<file path="config.mk">
export PLATFORM = sky130hd
export DESIGN_NAME = spi_regfront
export DESIGN_NICKNAME = d
export VERILOG_FILES = /design/src/rtl/spi_rf_pkg.sv /design/src/rtl/spi_rf_fifo.sv /design/src/rtl/spi_rf_status.sv /design/src/rtl/spi_regfront.sv
export SDC_FILE = /design/constraint.sdc
export NUM_CORES = 1
export LEC_CHECK = 0
export BUFFER_PORTS_ARGS = -buffer_cell sky130_fd_sc_hd__buf_2
export CORE_ASPECT_RATIO = 2
export CORE_MARGIN = 8
export CORE_UTILIZATION = 39
export CTS_BUF_LIST = sky130_fd_sc_hd__clkbuf_2
export DETAILED_ROUTE_END_ITERATION = 12
export GPL_TIMING_DRIVEN = 0
export SETUP_SLACK_MARGIN = 0.05
export SYNTH_ARGS = -nofsm -noshare
export SYNTH_HDL_FRONTEND = slang
export SYNTH_SLANG_ARGS = --single-unit
export TNS_END_PERCENT = 1
</file>
<file path="constraint.sdc">
create_clock -name clk -period 5.04 [get_ports clk]
set_input_delay 0.252 -clock clk [delete_from_list [all_inputs] [get_ports clk]]
set_output_delay 0.252 -clock clk [all_outputs]
set_load 0.01 [all_outputs]
</file>
<file path="src/rtl/spi_rf_pkg.sv">
package spi_rf_pkg;
  localparam logic [7:0] OFS_CFG  = 8'h00;
  localparam logic [7:0] OFS_DIV  = 8'h04;
  localparam logic [7:0] OFS_CMD  = 8'h08;
  localparam logic [7:0] OFS_STAT = 8'h0C;
  localparam logic [7:0] OFS_IEN  = 8'h10;
  localparam logic [7:0] OFS_THR  = 8'h14;
  localparam logic [7:0] OFS_WCNT = 8'h18;
  localparam logic [7:0] OFS_TXD  = 8'h1C;
  localparam logic [7:0] OFS_RXD  = 8'h20;

  localparam int ST_W    = 6;
  localparam int ST_PEND = 0;
  localparam int ST_DONE = 1;
  localparam int ST_TXTH = 2;
  localparam int ST_RXTH = 3;
  localparam int ST_TXUF = 4;
  localparam int ST_RXOF = 5;
  localparam int IEN_W   = 5;
  localparam int FLD_W   = 4;
  localparam logic [7:0] THR_RST = 8'h80;
endpackage

</file>
<file path="src/rtl/spi_rf_fifo.sv">
module spi_rf_fifo #(
  parameter int DW    = 32,
  parameter int DEPTH = 8,
  localparam int PTR_W = (DEPTH > 1) ? $clog2(DEPTH) : 1,
  localparam int CNT_W = $clog2(DEPTH + 1)
) (
  input  logic             clk,
  input  logic             rst_n,
  input  logic             push,
  input  logic [DW-1:0]    din,
  input  logic             pop,
  output logic [DW-1:0]    dout,
  output logic [CNT_W-1:0] count,
  output logic             full,
  output logic             empty
);
  logic [DW-1:0]    mem [DEPTH];
  logic [PTR_W-1:0] wptr_q, wptr_d, rptr_q, rptr_d;
  logic [CNT_W-1:0] cnt_q, cnt_d;
  logic             do_push, do_pop;

  assign full    = (cnt_q == CNT_W'(DEPTH));
  assign empty   = (cnt_q == '0);
  assign do_push = push && !full;
  assign do_pop  = pop && !empty;
  assign dout    = mem[rptr_q];
  assign count   = cnt_q;

  always_comb begin
    wptr_d = wptr_q;
    rptr_d = rptr_q;
    cnt_d  = cnt_q;
    if (do_push) wptr_d = (wptr_q == PTR_W'(DEPTH - 1)) ? '0 : wptr_q + 1'b1;
    if (do_pop)  rptr_d = (rptr_q == PTR_W'(DEPTH - 1)) ? '0 : rptr_q + 1'b1;
    if (do_push && !do_pop)      cnt_d = cnt_q + 1'b1;
    else if (do_pop && !do_push) cnt_d = cnt_q - 1'b1;
  end

  always_ff @(posedge clk or negedge rst_n) begin
    if (!rst_n) begin
      wptr_q <= '0;
      rptr_q <= '0;
      cnt_q  <= '0;
    end else begin
      wptr_q <= wptr_d;
      rptr_q <= rptr_d;
      cnt_q  <= cnt_d;
    end
  end

  always_ff @(posedge clk) begin
    if (do_push) mem[wptr_q] <= din;
  end
endmodule

</file>
<file path="src/rtl/spi_rf_status.sv">
module spi_rf_status
  import spi_rf_pkg::*;
(
  input  logic            clk,
  input  logic            rst_n,
  input  logic [ST_W-1:0] clr_mask,
  input  logic            cmd_acc,
  input  logic            done_ev,
  input  logic            tx_thr,
  input  logic            rx_thr,
  input  logic            tx_unf,
  input  logic            rx_ovf,
  output logic [ST_W-1:0] stat
);
  logic [ST_W-1:0] stat_q, stat_d, set_ev;

  always_comb begin
    set_ev          = '0;
    set_ev[ST_DONE] = done_ev;
    set_ev[ST_TXTH] = tx_thr;
    set_ev[ST_RXTH] = rx_thr;
    set_ev[ST_TXUF] = tx_unf;
    set_ev[ST_RXOF] = rx_ovf;
    stat_d = (stat_q & ~clr_mask) | set_ev;
    stat_d[ST_PEND] = (stat_q[ST_PEND] && !clr_mask[ST_PEND] && !done_ev) || cmd_acc;
  end

  always_ff @(posedge clk or negedge rst_n) begin
    if (!rst_n) stat_q <= '0;
    else        stat_q <= stat_d;
  end

  assign stat = stat_q;
endmodule

</file>
<file path="src/rtl/spi_regfront.sv">
module spi_regfront
  import spi_rf_pkg::*;
#(
  parameter int DW     = 32,
  parameter int DEPTH  = 8,
  parameter int AW     = 8,
  parameter int DIV_W  = 16,
  localparam int CNT_W = $clog2(DEPTH + 1)
) (
  input  logic             clk,
  input  logic             rst_n,
  input  logic             bus_wr,
  input  logic             bus_rd,
  input  logic [AW-1:0]    bus_addr,
  input  logic [31:0]      bus_wdata,
  output logic [31:0]      bus_rdata,
  output logic [31:0]      cfg_word,
  output logic [DIV_W-1:0] div_word,
  output logic [31:0]      cmd_word,
  output logic             cmd_start,
  input  logic             eng_tx_pop,
  output logic [DW-1:0]    eng_tx_data,
  input  logic             eng_rx_push,
  input  logic [DW-1:0]    eng_rx_data,
  input  logic             eng_done,
  output logic             irq
);
  logic [31:0]      cfg_q, cfg_d, cmd_q, cmd_d;
  logic [DIV_W-1:0] div_q, div_d;
  logic [IEN_W-1:0] ien_q, ien_d;
  logic [7:0]       thr_q, thr_d;
  logic             start_q, start_d;
  logic [ST_W-1:0]  stat, clr_mask;
  logic             cmd_acc, tx_push, rx_pop;
  logic [DW-1:0]    rx_dout;
  logic [CNT_W-1:0] tx_cnt, rx_cnt;
  logic             tx_full, tx_empty, rx_full, rx_empty;
  logic [FLD_W-1:0] tx_cnt_f, rx_cnt_f;
  logic [7:0]       a8;

  assign a8       = 8'(bus_addr);
  assign tx_push  = bus_wr && (a8 == OFS_TXD);
  assign rx_pop   = bus_rd && (a8 == OFS_RXD);
  assign cmd_acc  = bus_wr && (a8 == OFS_CMD) && !stat[ST_PEND];
  assign clr_mask = (bus_wr && (a8 == OFS_STAT)) ? bus_wdata[ST_W-1:0] : '0;
  assign tx_cnt_f = FLD_W'(tx_cnt);
  assign rx_cnt_f = FLD_W'(rx_cnt);

  spi_rf_fifo #(.DW(DW), .DEPTH(DEPTH)) u_txf (
    .clk(clk), .rst_n(rst_n), .push(tx_push), .din(DW'(bus_wdata)),
    .pop(eng_tx_pop), .dout(eng_tx_data), .count(tx_cnt),
    .full(tx_full), .empty(tx_empty));

  spi_rf_fifo #(.DW(DW), .DEPTH(DEPTH)) u_rxf (
    .clk(clk), .rst_n(rst_n), .push(eng_rx_push), .din(eng_rx_data),
    .pop(rx_pop), .dout(rx_dout), .count(rx_cnt),
    .full(rx_full), .empty(rx_empty));

  spi_rf_status u_stat (
    .clk(clk), .rst_n(rst_n), .clr_mask(clr_mask), .cmd_acc(cmd_acc),
    .done_ev(eng_done),
    .tx_thr(tx_cnt_f <= thr_q[3:0]),
    .rx_thr(rx_cnt_f >= thr_q[7:4]),
    .tx_unf(eng_tx_pop && tx_empty),
    .rx_ovf(eng_rx_push && rx_full),
    .stat(stat));

  always_comb begin
    cfg_d   = cfg_q;
    div_d   = div_q;
    ien_d   = ien_q;
    thr_d   = thr_q;
    cmd_d   = cmd_q;
    start_d = cmd_acc;
    if (bus_wr) begin
      case (a8)
        OFS_CFG: cfg_d = bus_wdata;
        OFS_DIV: div_d = bus_wdata[DIV_W-1:0];
        OFS_IEN: ien_d = bus_wdata[IEN_W-1:0];
        OFS_THR: thr_d = bus_wdata[7:0];
        default: ;
      endcase
    end
    if (cmd_acc) cmd_d = bus_wdata;
  end

  always_ff @(posedge clk or negedge rst_n) begin
    if (!rst_n) begin
      cfg_q   <= '0;
      div_q   <= '0;
      ien_q   <= '0;
      thr_q   <= THR_RST;
      cmd_q   <= '0;
      start_q <= 1'b0;
    end else begin
      cfg_q   <= cfg_d;
      div_q   <= div_d;
      ien_q   <= ien_d;
      thr_q   <= thr_d;
      cmd_q   <= cmd_d;
      start_q <= start_d;
    end
  end

  always_comb begin
    bus_rdata = '0;
    if (bus_rd) begin
      case (a8)
        OFS_CFG:  bus_rdata = cfg_q;
        OFS_DIV:  bus_rdata = 32'(div_q);
        OFS_STAT: bus_rdata = 32'(stat);
        OFS_IEN:  bus_rdata = 32'(ien_q);
        OFS_THR:  bus_rdata = 32'(thr_q);
        OFS_WCNT: bus_rdata = 32'({tx_cnt_f, rx_cnt_f});
        OFS_RXD:  bus_rdata = rx_empty ? '0 : 32'(rx_dout);
        default:  bus_rdata = '0;
      endcase
    end
  end

  assign cfg_word  = cfg_q;
  assign div_word  = div_q;
  assign cmd_word  = cmd_q;
  assign cmd_start = start_q;
  assign irq       = |(ien_q & stat[ST_W-1:1]);
endmodule

</file>
==> out/metrics.cfg, run 1 <==
[outcome]
status=finished, final reports clean

[yosys]
avgSynthCellArea_sq_um=20.4
synth_nets=1339
synth_area_leaders=edfxtp_1 61%, dfrtp_1 12%, mux4_2 12%
synth_top_area_cell=edfxtp_1
yosysSeqAreaShare_pct=73.0
synth_cells=1236
ys.warnings.count=0
ys_types=53
yosysMostFrequentCell=edfxtp_1
ys.flop_type=edfxtp_1
synth_edf_count=512
synth_seq_cells=632
synthTopCellsByCount=512 x edfxtp_1, 130 x mux4_2, 128 x mux2_2
netlist_area_sq_mm=0.0252
ys_async_sr_fraction_pct=19.0
synth_top_area_share_pct=61.0

[finish]
drive_gt1_share_pct=41.7
syn2layout_area_growth_pct=22.6
fillers=5562
post-route-util_pct=48.0
num-nets-final=1895

[hold_path]
holdPathStages=6
hold_class=in2reg
hold_end=u_rxf.rptr_q[1]$_DFFE_PN0P_
min_from=bus_addr[0]

[timing]
relSlewSlack_pct=17.3
fmax_ghz=0.222
slew_viol_final=0
fin_ws_ns=0.528
fin_crit_ns=4.51
rsz0062_at_grt=false
holdWs_ns=0.234
final-setup-viol-count=0
finalHoldViolCount=0
fin_skew_ns=0.0705
fin_crit_sh_pct=89.5
worstMarginPinSlew_ns=1.23

[clock_network]
cts_tree=built
cts_root_buf=clkbuf_2
path_clk_slew_ns=0.11
h-tree-depth=4
cts_setup_buffers=0
numCtsBuffers=144
cts.sinks=632
clockBufferDepth=3
clk_latency_ns=1.20

[floorplanning]
core_sq_mm=0.0644
fp.dieArea_sq_mm=0.0735
fp.dieH_um=375
die_w_um=196
initial_core_util_pct=39.1
io_pins=225
rows=132

[placed_design]
port_buffers=223
pre_cts_ws_ns=1.04
dpl.hpwl_mm=43.7
place_congestion=0.861

[grt]
met3_usage_pct=5.71
grt_pass1_wl_mm=98.7
grt_max_degree=78
use_met2_pct=29.7
top_usage_layer=met2
track_usage_pct=18.2
grtUsageMet1_pct=22.8
grt.overflow.total=0
antenna_found_initial=3
grt_pass1_vias=15225

[routing]
vias=14196
ant_nets=0
drt-total-wl_mm=66.1
drc=0
detail_route.iter0.violations=1008
vias_per_cell=5.24
drt_first_pass_iters=5
wl_per_cell_um=24.4

[setup_path]
cp_cell_sequence=clkbuf_1, clkbuf_2, clkbuf_1, mux4_2, mux2i_1, o2bb2ai_1, buf_2
cpMostUsedCell=clkbuf_1
critPathLaunchType=register
worstPathRequired_ns=4.79
arrival_ns=4.26
end_kind=output pin
cpPeakStageDelay_ns=0.62
rr_worst_depth=12
regToRegStartpoint=u_rxf.count[2]$_DFFE_PN0P_
critical_path_class=reg2out
critPathSlowestCell=clkbuf_1
r2r_slack_ns=1.11
reg2reg_to=u_rxf.count[3]$_DFFE_PN0P_
crit_family=buffers and inverters
path_buf_inv=4
cp_max_fo=10

[power_and_ir_drop]
p_leak_uw=0.0115
total_power_uw=12400
ir_drop_uv=256
power_density_mw_per_mm2=401

[flow_run]
cap_violations=0

==> layer usage <==
| metal | wire length, um | up-vias |
|---|---|---|
| li1 | - | 6262 |
| met1 | 26700 | 7248 |
| met2 | 32400 | 591 |
| met3 | 5530 | 93 |
| met4 | 1440 | 2 |
| met5 | 13 | - |
==> state kept, by name, indices dropped and copies added, names as in the netlist, 3 cells and up <==
name	flops
u_txf.count	4
u_rxf.rptr_q	3
u_rxf.wptr_q	3
div_word	16
u_txf.mem	256
u_stat.stat	6
u_txf.rptr_q	3
thr_q	8
u_rxf.mem	256
ien_q	5
u_txf.wptr_q	3
cfg_word	32
cmd_word	32
u_rxf.count	4
==> tightest hold or removal path, delay by kind of cell <==
family	cells	cell delay, ns
AND/OR/NAND/NOR	2	0.29
buffers and inverters	2	0.65
AO/OA/AOI/OAI	2	0.18
==> worst max-delay path by stage <==
stage                                      startpoint  slack [ns]                         end  depth (start not counted)
after floorplan                           bus_addr[7]        0.76   u_txf.mem[0][0]$_DFFE_PP_                          5
after global placement                    bus_addr[7]       -2.36  u_txf.mem[0][17]$_DFFE_PP_                          6
after detailed placement   u_rxf.count[2]$_DFFE_PN0P_        1.04  u_rxf.count[3]$_DFFE_PN0P_                         12
after CTS                 u_rxf.rptr_q[2]$_DFFE_PN0P_        0.18               bus_rdata[27]                          7
after global routing      u_rxf.rptr_q[2]$_DFFE_PN0P_        0.17               bus_rdata[27]                          7
final                     u_rxf.rptr_q[2]$_DFFE_PN0P_        0.53               bus_rdata[27]                          7
==> cell usage in the layout, fill, tap and decap left out, types with 6 or more instances in the layout <==
cell,n
a21o_1,7
a21oi_1,10
a22oi_1,8
buf_1,9
buf_12,12
buf_2,233
buf_6,15
bufinv_16,6
clkbuf_1,29
clkbuf_2,205
clkinv_1,34
clkinv_2,7
dfrtp_1,119
dlygate4sd3_1,157
edfxtp_1,512
ha_1,22
inv_1,18
inv_2,7
mux2_1,7
mux2_2,128
mux2i_1,48
mux4_2,130
nand2_1,23
nand2b_1,12
nand3_1,7
nor2_1,6
nor2_4,14
nor3_1,6
o21ai_0,15
o22ai_1,8
o2bb2ai_1,16
or2_2,10
xnor2_1,6
==> power by group <==
part / switching (uW) / internal [uW] / leakage [uW]
Sequential: 197 / 6040 / 0.00622
Combinational: 1430 / 1300 / 0.00422
Clock: 2010 / 1400 / 0.00104
==> through the flow <==
step                instance area (sq um)  setup TNS [ns]  cells
floorplan                           25200               0   1236
global placement                    27300         -314.84   2263
detailed placement                  27900               0   2292
CTS                                 30900               0   2709
global route                        30900               0   2710
finish                              30900               0   2711
==> logic make-up (layout without fill, tap and decap cells) <==
family / count (synthesis) / after routing / synth area share (%)
DFF: 632 / 632 / 73.0
muxes: 313 / 313 / 19.6
and+or+nand+nor: 102 / 102 / 2.28
AOI/OAI and AO/OA: 83 / 83 / 2.37
buffers and inverters: 76 / 745 / 1.37
adders and majority gates: 24 / 24 / 1.25
xor gates and xnor gates: 6 / 6 / 0.209
other: 0 / 2 / 0
==> timing repair <==
action / in CTS / in global routing
setup endpoints to repair: 4 / 0
hold buffers: 158 / 0
gates resized for setup: 1 / 0
endpoints found under the hold margin: 847 / 0
==> cell type report <==
cell class | count | area [sq um] | share of cell area, %
flip-flops and latches | 632 | 18400 | 59.5
clock inverters | 55 | 377 | 1.22
clock buffers | 204 | 1020 | 3.30
diodes | 2 | 5.00 | 0.0162
repair buffers | 410 | 3180 | 10.3
well taps | 804 | 1010 | 3.26
multi-input cells | 528 | 6580 | 21.3
plain buffers | 58 | 278 | 0.899
inverters | 18 | 67.6 | 0.219
Power figures use the tool's default switching activity.
==> run 2: changes to the inputs <==
--- a/config.mk
+++ b/config.mk
@@ -12,6 +12,7 @@
 export CTS_BUF_LIST = sky130_fd_sc_hd__clkbuf_2
 export DETAILED_ROUTE_END_ITERATION = 12
 export GPL_TIMING_DRIVEN = 0
+export RECOVER_POWER = 100
 export SETUP_SLACK_MARGIN = 0.05
 export SYNTH_ARGS = -nofsm -noshare
 export SYNTH_HDL_FRONTEND = slang
==> out/metrics.cfg, run 2 (synthesis gave the netlist of run 1 again) <==
[power_and_ir_drop]
power_density_mw_per_mm2=405
swShare_pct=29.4
p_clk_share_pct=27.9
total_power_uw=12200
p_int_uw=8630
p_comb_share_pct=21.1
seqPwrFrac_pct=51.1
p_leak_uw=0.0107
ir_drop_uv=256
p_switching_uw=3600

[routing]
drt-total-wl_mm=66.1
wl_per_cell_um=24.4
detail_route.iter0.violations=911
ant_nets=0
drc=0
drt_first_pass_iters=5
vias=14204
vias_per_cell=5.24

[timing]
fin_crit_ns=4.88
finalHoldViolCount=0
worstMarginPinSlew_ns=2.69
fin_ws_ns=0.160
fin_crit_sh_pct=96.8
holdWs_ns=0.237
slew_viol_final=146
relSlewSlack_pct=-79.2
fin_skew_ns=0.0683
final-setup-viol-count=0
rsz0062_at_grt=false
fmax_ghz=0.205

[outcome]
violations=capacitance limit, slew limit
status=complete, but fails checks

[clock_network]
cts.sinks=632
path_clk_slew_ns=0.09
cts_root_buf=clkbuf_2
clockBufferDepth=3
cts_tree=built
clk_latency_ns=1.19
numCtsBuffers=144
cts_setup_buffers=0
h-tree-depth=4

[flow_run]
cap_violations=7

[grt]
track_usage_pct=18.2
antenna_found_initial=3
grt_pass1_vias=15225
grt.overflow.total=0
grt_pass1_wl_mm=98.7
grt_max_degree=78

[floorplanning]
initial_core_util_pct=39.1
io_pins=225
fp.dieH_um=375
core_sq_mm=0.0644
rows=132
die_w_um=196
fp.dieArea_sq_mm=0.0735

[placed_design]
port_buffers=223
placed_area_sq_mm=0.0279
dpl.hpwl_mm=43.7
pre_cts_ws_ns=1.04
place_congestion=0.861

[setup_path]
critPathSlowestCell=nor3_1
critPathLaunchType=primary input
end_kind=register
r2r_slack_ns=0.65
cpMostUsedCell=clkbuf_1
cp_max_fo=9
rr_worst_depth=9
reg2reg_to=u_rxf.mem[0][13]$_DFFE_PP_
regToRegStartpoint=u_rxf.count[0]$_DFFE_PN0P_
cp_cell_sequence=dlygate4sd3_1, clkbuf_1, or4_2, dlygate4sd3_1, clkbuf_1, nor3_1, nand3_1, nor3_1, clkbuf_1, clkbuf_1, buf_6, buf_8
arrival_ns=5.76
worstPathRequired_ns=5.92
critical_path_class=in2reg
cpPeakStageDelay_ns=0.90

[finish]
drive_gt1_share_pct=30.7
num-nets-final=1895
final_area_sq_mm=0.0302
post-route-util_pct=46.9
largest_registers=u_rxf.mem (256), u_txf.mem (256)
fillers=5691
final_common_cell=edfxtp_1
syn2layout_area_growth_pct=19.9
final_cell_mix=512 x edfxtp_1, 210 x clkbuf_2, 207 x clkbuf_1

[hold_path]
hold_end=u_rxf.rptr_q[1]$_DFFE_PN0P_
holdPathStages=6
min_from=bus_addr[0]
hold_class=in2reg

-- run 2: changes by cell type in the layout (fill, tap and decap cells not counted), sizes merged --
| cell | previous run | this run |
|---|---|---|
| buf | 281 | 96 |
| clkbuf | 234 | 418 |
| dlymetal6s4s | 0 | 1 |
-- run 2: power by group through the flow --
stage	registers (uW)	clock network, uW	logic, uW
after floorplan	6310	0	1640
after global placement	6380	0	2550
after detailed placement	6360	0	2680
after CTS	6240	3560	2800
after global routing	6290	3770	2810
final	6250	3410	2580
-- run 2: cell type report --
class | instances | area [sq um] | area share, %
antenna | 2 | 5.00 | 0.0166
inverter | 18 | 67.6 | 0.224
tap | 804 | 1010 | 3.33
multi-input combinational | 528 | 6450 | 21.4
sequential | 632 | 18400 | 60.9
clock inverter | 55 | 377 | 1.25
buffer | 58 | 231 | 0.766
clock buffer | 204 | 1020 | 3.38
timing repair buffer | 410 | 2670 | 8.83
-- run 2: worst max-delay path by stage --
stage,endpoint,slack [ns],start,depth (start not counted)
after detailed placement,u_rxf.count[3]$_DFFE_PN0P_,1.04,u_rxf.count[2]$_DFFE_PN0P_,12
after CTS,bus_rdata[27],0.18,u_rxf.rptr_q[2]$_DFFE_PN0P_,7
after floorplan,u_txf.mem[0][0]$_DFFE_PP_,0.76,bus_addr[7],5
after global routing,u_txf.mem[1][15]$_DFFE_PP_,0.09,bus_addr[1],12
final,u_txf.mem[1][16]$_DFFE_PP_,0.16,bus_addr[1],12
after global placement,u_txf.mem[0][17]$_DFFE_PP_,-2.36,bus_addr[7],6
-- run 2: routing by layer --
metal | GRT usage [%] | wire (um)
met1 | 22.8 | 26700
met5 | 0 | 13
met2 | 29.7 | 32500
met4 | 6.06 | 1380
met3 | 5.71 | 5400
-- run 2: critical path: cells and delay by family --
| family | cells | cell delay, ns |
|---|---|---|
| AND/OR/NAND/NOR | 4 | 2.57 |
| buffers and inverters | 8 | 2.91 |
-- run 2: timing repair --
action,in CTS,in global routing
setup endpoints to repair,4,0
gates resized for setup,1,0
endpoints found under the hold margin,847,0
hold buffers,158,0
-- run 2: per-stage QoR --
| step | TNS [ns] | cells |
|---|---|---|
| 2_1_floorplan | 0 | 1236 |
| 3_3_place_gp | -314.84 | 2263 |
| 3_5_place_dp | 0 | 2292 |
| 4_1_cts | 0 | 2709 |
| 5_1_grt | 0 | 2710 |
| 6_report | 0 | 2711 |
==> run 3: changes to the inputs <==
--- a/config.mk
+++ b/config.mk
@@ -6,12 +6,15 @@
 export NUM_CORES = 1
 export LEC_CHECK = 0
 export BUFFER_PORTS_ARGS = -buffer_cell sky130_fd_sc_hd__buf_2
+export CELL_PAD_IN_SITES_DETAIL_PLACEMENT = 1
+export CELL_PAD_IN_SITES_GLOBAL_PLACEMENT = 2
 export CORE_ASPECT_RATIO = 2
 export CORE_MARGIN = 8
 export CORE_UTILIZATION = 39
 export CTS_BUF_LIST = sky130_fd_sc_hd__clkbuf_2
 export DETAILED_ROUTE_END_ITERATION = 12
 export GPL_TIMING_DRIVEN = 0
+export PLACE_DENSITY_LB_ADDON = 0.1
 export RECOVER_POWER = 100
 export SETUP_SLACK_MARGIN = 0.05
 export SYNTH_ARGS = -nofsm -noshare
==> constraint.sdc (replaced) <==
create_clock -name clk -period 4.95 [get_ports clk]
set_input_delay 0.2475 -clock clk [delete_from_list [all_inputs] [get_ports clk]]
set_output_delay 0.2475 -clock clk [all_outputs]
set_load 0.01 [all_outputs]
==> out/metrics.cfg, run 3 (synthesis gave the netlist of run 1 again) <==
[finish]
final_cell_mix=512 x edfxtp_1, 207 x clkbuf_2, 203 x clkbuf_1
instances_no_fill=2730
regArea_sq_mm=0.0184
final_common_cell=edfxtp_1
num-nets-final=1905
drive_gt1_share_pct=30.7
multi_input_area_sq_mm=0.00643
final_area_sq_mm=0.0303
fillers=6326
syn2layout_area_growth_pct=20.3
largest_registers=u_rxf.mem (256), u_txf.mem (256)

[routing]
vias=14334
ant_nets=0
detail_route.iter0.violations=761
drc=0
drt-total-wl_mm=71.6
wl_per_cell_um=26.2
drt_first_pass_iters=5
vias_per_cell=5.25

[timing]
rsz0062_at_grt=false
relSlewSlack_pct=-128
final-setup-viol-count=0
fin_skew_ns=0.0672
slew_viol_final=253
finalHoldViolCount=0
tns_ns=0
fin_crit_ns=4.92
fmax_ghz=0.203
worstMarginPinSlew_ns=3.42
fin_crit_sh_pct=99.5

[setup_path]
path_buf_inv=5
cp_cell_sequence=dlygate4sd3_1, buf_2, or4_2, dlygate4sd3_1, clkbuf_1, nor3_1, nand3_1, nor2_1, clkbuf_2
critPathSlowestCell=nor2_1
cp_max_fo=18
worstPathRequired_ns=5.78
cpMostUsedCell=dlygate4sd3_1
end_kind=register
crit_family=simple AND/OR/NAND/NOR gates
critical_path_class=in2reg
arrival_ns=5.75
critPathLaunchType=primary input
cpPeakStageDelay_ns=1.48

[floorplanning]
initial_core_util_pct=39.1
fp.dieArea_sq_mm=0.0735
core_sq_mm=0.0644
rows=132
io_pins=225
fp.dieH_um=375
die_w_um=196

[placed_design]
port_buffers=223
dp_cells=2292
place_congestion=0.847
placed_area_sq_mm=0.0279
dpl.hpwl_mm=47.6

[power_and_ir_drop]
ir_drop_uv=197
p_leak_uw=0.0107
power_density_mw_per_mm2=410

[clock_network]
clockBufferDepth=3
cts_tree=built
clk_latency_ns=1.24
cts_root_buf=clkbuf_2
path_clk_slew_ns=0.10
h-tree-depth=4
numCtsBuffers=145
cts.sinks=632
cts_setup_buffers=0

[outcome]
status=complete, but fails checks
violations=capacitance limit, slew limit

[grt]
antenna_found_initial=4
grt.overflow.total=0
grt_max_degree=64
track_usage_pct=19.8
grt_pass1_wl_mm=106
grt_pass1_vias=16309

[flow_run]
cap_violations=12

[hold_path]
hold_class=in2reg

run 3: cell count changes in the layout (fill, tap and decap cells not counted), sizes merged, moves of 3 or more:
cell         change
clkinv          +10
dlygate4sd3      +9
clkbuf           -8
buf              +4
clkinvlp         +4
diode            +4
bufinv           -3
run 3: final timing paths:
path	startpoint	endpoint	cells past startpoint	slack (ns)
setup / recovery	bus_addr[7]	u_txf.mem[4][3]$_DFFE_PP_	9	0.03
min in group asynchronous	rst_n	cmd_word[26]$_DFFE_PN0P_	5	2.04
setup reg to reg	u_rxf.count[0]$_DFFE_PN0P_	u_rxf.mem[3][16]$_DFFE_PP_	6	0.80
hold / removal	bus_addr[1]	u_rxf.rptr_q[2]$_DFFE_PN0P_	6	0.23
max in group asynchronous	rst_n	u_rxf.rptr_q[0]$_DFFE_PN0P_	5	0.94
hold reg to reg	cmd_word[2]$_DFFE_PN0P_	cmd_word[2]$_DFFE_PN0P_	1	0.51
run 3: metrics by stage:
| stage | hold slack, ns | power (uW) | utilization (%) | worst slack (ns) |
|---|---|---|---|---|
| after floorplan | -0.0481 | 8100 | - | 0.676 |
| after global placement | 0.451 | 9120 | 42.4 | -2.56 |
| after detailed placement | 0.261 | 9290 | 43.3 | 1.10 |
| final | 0.235 | 12400 | 47.1 | 0.0266 |
| after global routing | 0.167 | 13100 | 47.1 | 0.0203 |
| after CTS | 0.0195 | 12800 | 48.1 | 0.110 |
run 3: layout make-up:
class                      count  share of cell area, %
antenna                        6                 0.0495
buffer                        58                  0.788
clock buffer                 200                   3.30
clock inverter                65                   1.21
inverter                      18                  0.223
multi-input combinational    528                   21.2
sequential                   632                   60.6
tap                          804                   3.32
timing repair buffer         419                   9.26
run 3: layer usage:
layer  global-route usage, %  up-vias  wire, um  share of wire, %
met5                       0        -        13             0.018
met2                    33.1      498     35800                50
met3                    5.01      112      3810               5.3
li1                        -     6269         -                 -
met1                    24.8     7453     30300                42
met4                    6.82        2      1710               2.4
run 3: worst register-to-register path, cell delays in order, from the launching register on:
cell	delay, ns
dfrtp_1	0.57
nor3_1	0.12
a21bo_1	0.27
inv_1	0.15
nand2_1	0.14
nor2_1	1.44
clkbuf_1	1.03
run 3: what timing repair did:
item	CTS	global route
endpoints found under the setup margin	9	0
gates resized for setup	1	0
endpoints found under the hold margin	844	0
hold buffers	167	0
run 3: where the power goes:
group	total [uW]	switching [uW]	leakage, uW	internal, uW
combinational	2690	1480	0.00351	1210
clock	3380	2100	0.00101	1280
sequential	6370	207	0.00622	6160
total	12400	3790	0.0107	8650
